==> config.mk <==
export PLATFORM = sky130hd
export DESIGN_NAME = idx_stack_regs
export DESIGN_NICKNAME = d
export VERILOG_FILES = /design/src/rtl/isr_pkg.sv /design/src/rtl/sbus_wand.sv /design/src/rtl/bus_reg_cell.sv /design/src/rtl/adr_lo_gate.sv /design/src/rtl/idx_stack_regs.sv
export SDC_FILE = /design/constraint.sdc
export NUM_CORES = 1
export LEC_CHECK = 0
export BUFFER_PORTS_ARGS = -buffer_cell sky130_fd_sc_hd__buf_2
export CAP_MARGIN = 20
export CORE_UTILIZATION = 44
export DETAILED_ROUTE_END_ITERATION = 12
export GPL_ROUTABILITY_DRIVEN = 0
export MAX_ROUTING_LAYER = met4
export PLACE_DENSITY_LB_ADDON = 0.1
export SYNTH_ARGS = -nofsm -noshare
export SYNTH_HDL_FRONTEND = slang
export SYNTH_SLANG_ARGS = --single-unit
==> constraint.sdc <==
create_clock -name clk -period 1.3 [get_ports clk]
set_clock_uncertainty 0.15 [all_clocks]
set_input_delay 0.195 -clock clk [delete_from_list [all_inputs] [get_ports clk]]
set_output_delay 0.195 -clock clk [all_outputs]
set_load 0.05 [all_outputs]
==> src/rtl/isr_pkg.sv <==
package isr_pkg;
    // Default datapath word width for the register group
    parameter int unsigned WORD_W = 8;
    // Number of special-bus drivers: Y, X, stack pointer, external
    parameter int unsigned NUM_DRV = 4;
    localparam int unsigned DRV_Y   = 0;
    localparam int unsigned DRV_X   = 1;
    localparam int unsigned DRV_SP  = 2;
    localparam int unsigned DRV_EXT = 3;
endpackage

==> src/rtl/sbus_wand.sv <==
// Wired-AND resolution of the precharged special bus.
module sbus_wand #(
    parameter int unsigned W = 8,
    parameter int unsigned N = 4
) (
    input  logic                act,
    input  logic [N-1:0]        en,
    input  logic [N-1:0][W-1:0] val,
    output logic [W-1:0]        bus
);
    logic [N-1:0][W-1:0] masked;

    // An idle driver leaves the precharged ones untouched
    for (genvar i = 0; i < N; i++) begin : g_mask
        assign masked[i] = en[i] ? val[i] : {W{1'b1}};
    end

    always_comb begin
        logic [W-1:0] acc_d;
        acc_d = {W{1'b1}};
        for (int i = 0; i < N; i++) begin
            acc_d = acc_d & masked[i];
        end
        bus = act ? acc_d : {W{1'b1}};
    end
endmodule

==> src/rtl/bus_reg_cell.sv <==
// One bus-loaded register with an optional recirculate strobe.
module bus_reg_cell #(
    parameter int unsigned   W   = 8,
    parameter logic [W-1:0]  RST = '0
) (
    input  logic         clk,
    input  logic         rst_n,
    input  logic         ld,
    input  logic         hold,
    input  logic [W-1:0] din,
    output logic [W-1:0] q
);
    typedef struct packed {
        logic [W-1:0] val;
    } cell_t;

    cell_t st_d, st_q;

    always_comb begin
        st_d = st_q;
        if (ld) begin
            st_d.val = din;
        end else if (hold) begin
            st_d.val = st_q.val;
        end
    end

    always_ff @(posedge clk or negedge rst_n) begin
        if (!rst_n) begin
            st_q <= '{val: RST};
        end else begin
            st_q <= st_d;
        end
    end

    assign q = st_q.val;
endmodule

==> src/rtl/adr_lo_gate.sv <==
// Stack pointer onto the precharged low address bus.
module adr_lo_gate #(
    parameter int unsigned W = 8
) (
    input  logic         act,
    input  logic         sel,
    input  logic [W-1:0] sp,
    output logic [W-1:0] adr
);
    always_comb begin
        adr = {W{1'b1}};
        if (act && sel) begin
            adr = sp;
        end
    end
endmodule

==> src/rtl/idx_stack_regs.sv <==
module idx_stack_regs #(
    parameter int unsigned DATA_W = isr_pkg::WORD_W
) (
    input  logic              clk,
    input  logic              rst_n,
    input  logic              ph1,
    input  logic              ph2,
    input  logic              y_drv,
    input  logic              y_ld,
    input  logic              x_drv,
    input  logic              x_ld,
    input  logic              sp_drv,
    input  logic              sp_adr,
    input  logic              sp_ld,
    input  logic              sp_hold,
    input  logic              ext_drv,
    input  logic [DATA_W-1:0] ext_val,
    output logic [DATA_W-1:0] sbus,
    output logic [DATA_W-1:0] adr_lo,
    output logic [DATA_W-1:0] x_val,
    output logic [DATA_W-1:0] y_val,
    output logic [DATA_W-1:0] sp_val
);
    import isr_pkg::*;

    localparam int unsigned ND = NUM_DRV;

    // Transfer phase: first phase without precharge (precharge wins)
    logic act;
    assign act = ph1 & ~ph2;

    logic [ND-1:0]             drv_en;
    logic [ND-1:0][DATA_W-1:0] drv_val;

    always_comb begin
        drv_en           = '0;
        drv_val          = '0;
        drv_en[DRV_Y]    = y_drv;
        drv_val[DRV_Y]   = y_val;
        drv_en[DRV_X]    = x_drv;
        drv_val[DRV_X]   = x_val;
        drv_en[DRV_SP]   = sp_drv;
        drv_val[DRV_SP]  = sp_val;
        drv_en[DRV_EXT]  = ext_drv;
        drv_val[DRV_EXT] = ext_val;
    end

    sbus_wand #(.W(DATA_W), .N(ND)) u_bus (
        .act (act),
        .en  (drv_en),
        .val (drv_val),
        .bus (sbus)
    );

    bus_reg_cell #(.W(DATA_W), .RST('0)) u_y (
        .clk (clk), .rst_n (rst_n), .ld (act & y_ld), .hold (1'b0),
        .din (sbus), .q (y_val)
    );

    bus_reg_cell #(.W(DATA_W), .RST('0)) u_x (
        .clk (clk), .rst_n (rst_n), .ld (act & x_ld), .hold (1'b0),
        .din (sbus), .q (x_val)
    );

    bus_reg_cell #(.W(DATA_W), .RST('0)) u_sp (
        .clk (clk), .rst_n (rst_n), .ld (act & sp_ld), .hold (act & sp_hold),
        .din (sbus), .q (sp_val)
    );

    adr_lo_gate #(.W(DATA_W)) u_adr (
        .act (act),
        .sel (sp_adr),
        .sp  (sp_val),
        .adr (adr_lo)
    );
endmodule

==> results of run 1 <==
synthesized netlist by cell type:
cell / number / share of area [%]
inv_1: 1 / 0.32
and2b_1: 1 / 0.64
nand2b_1: 21 / 11
or2_2: 8 / 4.2
buf_4: 1 / 0.64
buf_2: 3 / 1.3
o21ai_0: 24 / 10
or2b_1: 3 / 1.9
o2111ai_1: 8 / 5.9
nand3b_1: 3 / 1.9
nand2_1: 32 / 10
dfrtp_1: 24 / 51
nand2_4: 1 / 0.95
stage by stage:
step                      util (%)  instances
after floorplan                  -        130
after global placement       73.82        239
after detailed placement     73.82        239
logic make-up after synthesis:
group                  synth area share (%)
AND/OR/NAND/NOR                       30.90
AO/OA/AOI/OAI                         16.09
flip-flops                            50.79
buffers and inverters                 2.222
==> impl_results.md, run 1 <==
- Row count: 18
- Die Span X: ~54 um
- Port bufs: a little under 60
- Post-Syn Area per Cell: about 9.1 um^2
- Post-synthesis sequential area ratio: between 50% and 60%
- Exit stage: 4_1_cts
- Tool Error: [ERROR DPL-0033] detailed placement checks failed during check placement.
- Die height: 53.84 um
- Dpl ws: -154.5 ps
- Post-Syn Area: 1182 um^2
- Clk buf depth: 2
- Cell variety after synth: 13
- Run status: stopped before the end
- DP Area: about 1800 um^2
- H-tree depth: 1
- Root buffer cell: clkbuf_4
- Boundary pin count: 61
- Post-CTS Hold Buffers: 1
- Resized Gates After CTS: about 140
- Initial Util: a little under half
- Clock sink count: 24
- Detailed Place HPWL: 2738 um
- Synthesis Warnings: 0
- Synth Instances: 130
- Total CTS buffers: 3
- Total setup buffers inserted after CTS: 11
- Seq cells post-synth: 24
- Syn nets: 151
==> run 2: changes to the inputs <==
Settings changed: CORE_UTILIZATION 44 to 30, MAX_ROUTING_LAYER met4 to unset, PLACE_DENSITY_LB_ADDON 0.1 to 0.15.
==> impl_results.md, run 2 <==
- Run status: complete, but fails checks
- Failing checks: setup timing
- Worst-path clk slew: about 80 ps
- Antenna-violating nets left: 0
- Die Span X: between 60 and 70 um
- Pre-antenna DRT Iters: 4
- CTS tree: done
- Measured slew at the worst slew-check pin: between 500 and 600 ps
- Seq cells post-synth: 24
- Core area: 3716 um^2
- Synthesis Warnings: 0
- VDD IR-drop max: between 500 and 600 uV
- Most common cell after layout, fill and taps aside: buf_6
- Required @ worst endpoint: 950 ps
- WL/cell: 15.66 um
- Primary FF master, synth: dfrtp_1
- DP Area: around 1900 um^2
- EDFF count, synth: 0
- CP arrival: approximately 1300 ps
- Fin. Hold Viols: 0
- Power Dens Cells: between 1000 and 1500 nW/um^2
- H-tree depth: 1
- Initial DRC count: 42
- Die footprint: between 4000 and 5000 um^2
- Total CTS buffers: 3
- Grt ovf: 0
- Fmax: ~0.62 GHz
- Clock sink count: 24
- Largest net degree at the start of global routing: 25
- Post-Syn Area: ~1200 um^2
- Share of the synthesized area in the top cell type: about half
- Detailed Place HPWL: approximately 2800 um
- Final worst-path setup slack: -312.7 ps
- Clock Latency Late Sink: 260 ps
- Root buffer cell: clkbuf_8
- Post-Syn Area per Cell: ~9.1 um^2
- Total power draw: about 0.0029 W
- CP Class: register to primary output
- Final setup violation count: 30
- Crit-path max FO: 2
- N_diodes: 0
- Post-route cell area: about 2700 um^2
- Final wirelength: about 4500 um
- Leading cell types by count after synthesis: nand2_1, dfrtp_1, o21ai_0
- Initial antenna violation count: 0
- Synth Instances: 130
- Slew HR: between 60% and 70%
- Final nets: approximately 260
- Vias in the first global route: around 1,400
- Largest area contributor in the netlist: dfrtp_1
- FFs w/ async S/R, synth: 100.0%
- Vias: about 1,400
- Synth area leaders: dfrtp_1, nand2b_1, o21ai_0
- Clk buf depth: 2
- Most frequent cells in the layout: buf_6, buf_8, nand2_1, dfrtp_2
- Boundary pin count: 61
- Top-count cell post-synth: nand2_1
- Syn nets: ~150
- Port bufs: 59
- RSZ-0062 raised after global routing: true
- CP endpoint kind: primary output
- Initial Util: 31.82%
- Static leakage: 1.201 nW
- Total track usage: a little over a fifth
- Final Max Tran Viols: 0
- Die height: ~65 um
- Post-synthesis sequential area ratio: between 50 and 60%
- Via density: 4.754
- First-pass GRT wire length: 6803 um
- Row count: 22
- DRC: 0
- Startpoint class of the critical path: register
- Hold Crit Class: primary input to register
- Final worst path period share: 124.1%
- Cell variety after synth: 13
- Layout cells sized above 1: approximately 73%
- Max-cap check violation count: 0
- Area Overhead vs Synth: 131.4%
- Min Clock Period, post-route: between 1500 and 2000 ps
[run 2: metal layers]
layer / track usage [%] / up-vias / wire (um)
met1: 26.88 / 656 / 1817
met3: 2.641 / 6 / 176
met2: 40.10 / 40 / 2412
met4: 5.833 / 0 / 55
li1: - / 653 / -
met5: 0 / - / 0
[run 2: per-stage QoR]
| step | cells | TNS [ps] | hold slack (ps) | util, % | setup WS, ps |
|---|---|---|---|---|---|
| after detailed placement | 265 | -2815 | 59.55 | 51.89 | -184.6 |
| after floorplan | 130 | -524.7 | -250.6 | - | -74.02 |
| after global placement | 265 | -2534 | 52.24 | 51.89 | -168.6 |
| after global routing | 285 | -5390 | 306.8 | 73.64 | -351.6 |
| final | 285 | -4416 | 265.7 | 73.64 | -312.7 |
| after CTS | 276 | -4006 | 251.4 | 67.78 | -290.0 |
[run 2: logic make-up (layout without fill, tap and decap cells)]
group / after synthesis / after routing / synth area share, %
DFF: 24 / 24 / 50.79
buffers and inverters: 5 / 112 / 2.222
AOI/OAI and AO/OA: 32 / 32 / 16.09
and+or+nand+nor: 69 / 69 / 30.90
[run 2: worst max-delay path: stages (launching register included)]
cell and delay (ps):
dfrtp_2 420, or2b_1 260, o2111ai_4 110, nand2_4 60, buf_6 160
[run 2: cell type report]
type,instances,area [um^2]
multi-input cells,101,874.6
flip-flops and latches,24,630.6
well taps,48,60.06
repair buffers,107,1112
inverters,1,3.754
clock buffers,4,55.05
fillers,272,979.7
[run 2: timing repair]
action,4_1_cts,5_1_grt
pin swaps,14,6
gates resized for setup,119,40
setup endpoints to repair,36,44
hold buffers,1,0
hold endpoints to repair,24,0
setup buffers,6,14
[run 2: power breakdown]
part	internal [W]	switching [W]	leakage (nW)
clock network	0.000270	0.000234	0.0288
registers	0.000849	0.0000844	0.288
logic	0.000712	0.000793	0.884
total	0.00183	0.00111	1.20
[run 2: worst paths after layout]
| kind | from | endpoint | slack (ps) | cells past startpoint |
|---|---|---|---|---|
| max in group asynchronous | rst_n | u_sp.q[2] | 320 | 2 |
| worst min-delay path | y_ld | u_y.q[1] | 270 | 4 |
| worst min register to register | u_x.q[2] | u_x.q[2] | 400 | 2 |
| worst max register to register | u_y.q[3] | u_x.q[3] | 30 | 4 |
| worst max-delay path | u_y.q[3] | sbus[3] | -310 | 4 |
| min in group asynchronous | rst_n | u_y.q[0] | 290 | 2 |
Power figures use the tool's default switching activity.
==> run 3: changes to the inputs <==
Settings changed: ABC_AREA set to 1.
==> impl_results.md, run 3 <==
- Synth area leaders: dfrtp_1, nand2_1, inv_1
- Internal power: roughly 0.0019 W
- Boundary pin count: between 60 and 70
- Final Max Tran Viols: 0
- Largest area contributor in the netlist: dfrtp_1
- Worst-path clk slew: 100 ps
- Pre-antenna DRT Iters: 4
- Required @ worst endpoint: around 950 ps
- Total track usage: about 18%
- Post-synthesis sequential area ratio: ~43%
- EDFF count, synth: 0
- First-pass GRT wire length: roughly 7000 um
- Leading cell types by count after synthesis: nand2_1, inv_1, dfrtp_1
- Final nets: ~340
- Primary FF master, synth: dfrtp_1
- Most common cell after layout, fill and taps aside: nand2_1
- RSZ-0062 raised after global routing: true
- CTS tree: done
- VDD IR-drop max: roughly 680 uV
- H-tree depth: 1
- Vias in the first global route: ~1,600
- Startpoint class of the critical path: register
- Run status: complete, but fails checks
- CP Class: register to primary output
- Clk pwr share: approximately 22%
- Post-Syn Area per Cell: about 6.4 um^2
- CP endpoint kind: primary output
- Largest net degree at the start of global routing: 25
- Sw Pwr: about 0.0012 W
- N_diodes: 0
- Share of the synthesized area in the top cell type: a little over two fifths
- Initial antenna violation count: 0
- Static leakage: between 1 and 1.5 nW
- Final setup violation count: 29
- Crit-path max cell delay: between 300 and 400 ps
- Clock Latency Late Sink: between 200 and 300 ps
- Layout cells sized above 1: between 60 and 70%
- Most frequent cells in the layout: nand2_1, buf_6, nand2_2
- Initial DRC count: between 60 and 70
- FFs w/ async S/R, synth: 100.0%
- Fin. Hold Viols: 0
- Core area: between 4000 and 5000 um^2
- Port bufs: 59
- Worst path slowest cell: dfrtp_2
- Cell Chain, Critical Path: inv_2, nand2_2, nand2_2, o21ai_4, buf_6
- Dpl ws: -55.33 ps
- Top-count cell post-synth: nand2_1
- Grt ovf: 0
- Crit-path max FO: 2
- Hold WS: roughly 130 ps
- Final wirelength: 4391 um
- Final Core Density: 62.96%
- Post-Syn Area: about 1400 um^2
- Synthesis Warnings: 0
- Syn nets: ~240
- Die height: about 70 um
- Die Span X: ~70 um
- Slew HR: around four fifths
- Post-route cell area: about 2800 um^2
- Measured slew at the worst slew-check pin: 322.1 ps
- Via density: about 4.4
- Die footprint: just under 5000 um^2
- Seq cells post-synth: 24
- Switch share: between 30% and 40%
- Power Dens Cells: about 1100 nW/um^2
- Clk buf depth: 2
- Area Overhead vs Synth: 99.28%
- Max-cap check violation count: 0
- Detailed Place HPWL: a little over 3000 um
- Logic pwr share: between 40% and 50%
- Failing checks: setup timing
- DP Area: between 2000 and 2500 um^2
- Final worst path period share: 115.9%
- Total CTS buffers: 3
- Cell variety after synth: 13
- Hold Crit Class: primary input to register
- Min Clock Period, post-route: between 1500 and 2000 ps
- Initial Util: a little under a third
- WL/cell: about 12 um
- CP most frequent cell: nand2_2
- Antenna-violating nets left: 0
- DRC: 0
- CP arrival: 1160 ps
- Clock sink count: 24
- Row count: 24
- Root buffer cell: clkbuf_8
- Final worst-path setup slack: -206.3 ps
- Fmax: about 0.66 GHz
- Vias: ~1,600
- Synth Instances: around 220
- Sequential share of power: 29.4%
[run 3: worst paths after layout]
| path | to | startpoint | slack [ps] | cells after the start |
|---|---|---|---|---|
| max in group asynchronous | u_x.q[6] | rst_n | 460 | 3 |
| max | sbus[2] | u_sp.q[2] | -210 | 5 |
| min | u_x.q[5] | x_ld | 130 | 4 |
| min reg2reg | u_y.q[5] | u_y.q[5] | 360 | 2 |
| max reg2reg | u_sp.q[7] | u_sp.q[7] | 40 | 7 |
| min in group asynchronous | u_x.q[0] | rst_n | 260 | 3 |
[run 3: per-stage QoR]
step / TNS, ps / std cells / power (W)
4_1_cts: -2398 / 364 / 0.002981
6_report: -2533 / 374 / 0.003110
3_3_place_gp: -699.2 / 342 / 0.001976
5_1_grt: -3955 / 374 / 0.003250
3_5_place_dp: -961.7 / 342 / 0.001983
2_1_floorplan: -1263 / 216 / 0.001668
[run 3: cell families after synthesis]
family | after synthesis | share of synthesized area [%]
simple gates | 141 | 40.83
buf+inv | 43 | 12.92
flops | 24 | 43.36
compound gates | 8 | 2.891
[run 3: worst max-delay path, delay by kind of cell (launching register included)]
family / cells / cell delay [ps]
buf+inv: 2 / 210
simple gates: 2 / 120
flops: 1 / 380
compound gates: 1 / 160
[run 3: what timing repair did]
action	CTS	global route
hold buffers	1	0
resized for setup	109	33
setup buffers	18	15
hold endpoints to repair	24	0
pin swaps	15	10
endpoints found under the setup margin	31	44
[run 3: area by class of cell]
class	instances	area (um^2)
timing repair buffer	107	1057
tap	52	65.06
clock inverter	1	30.03
multi-input combinational	149	788.3
clock buffer	3	41.29
fill	377	1624
inverter	38	147.6
sequential	24	630.6
[run 3: metal layers]
layer,up-vias,GRT usage [%],wire (um)
met4,0,6.889,76
met3,7,3.030,202
li1,831,-,-
met2,43,30.77,2129
met5,-,0,0
met1,762,23.13,1983
[run 3: power groups by stage]
stage | registers [W] | clock network (W) | logic, W
floorplan | 0.00124 | 0 | 0.000424
global placement | 0.000919 | 0 | 0.00106
detailed placement | 0.000921 | 0 | 0.00106
CTS | 0.000903 | 0.000683 | 0.00140
global route | 0.000924 | 0.000716 | 0.00161
finish | 0.000913 | 0.000678 | 0.00152
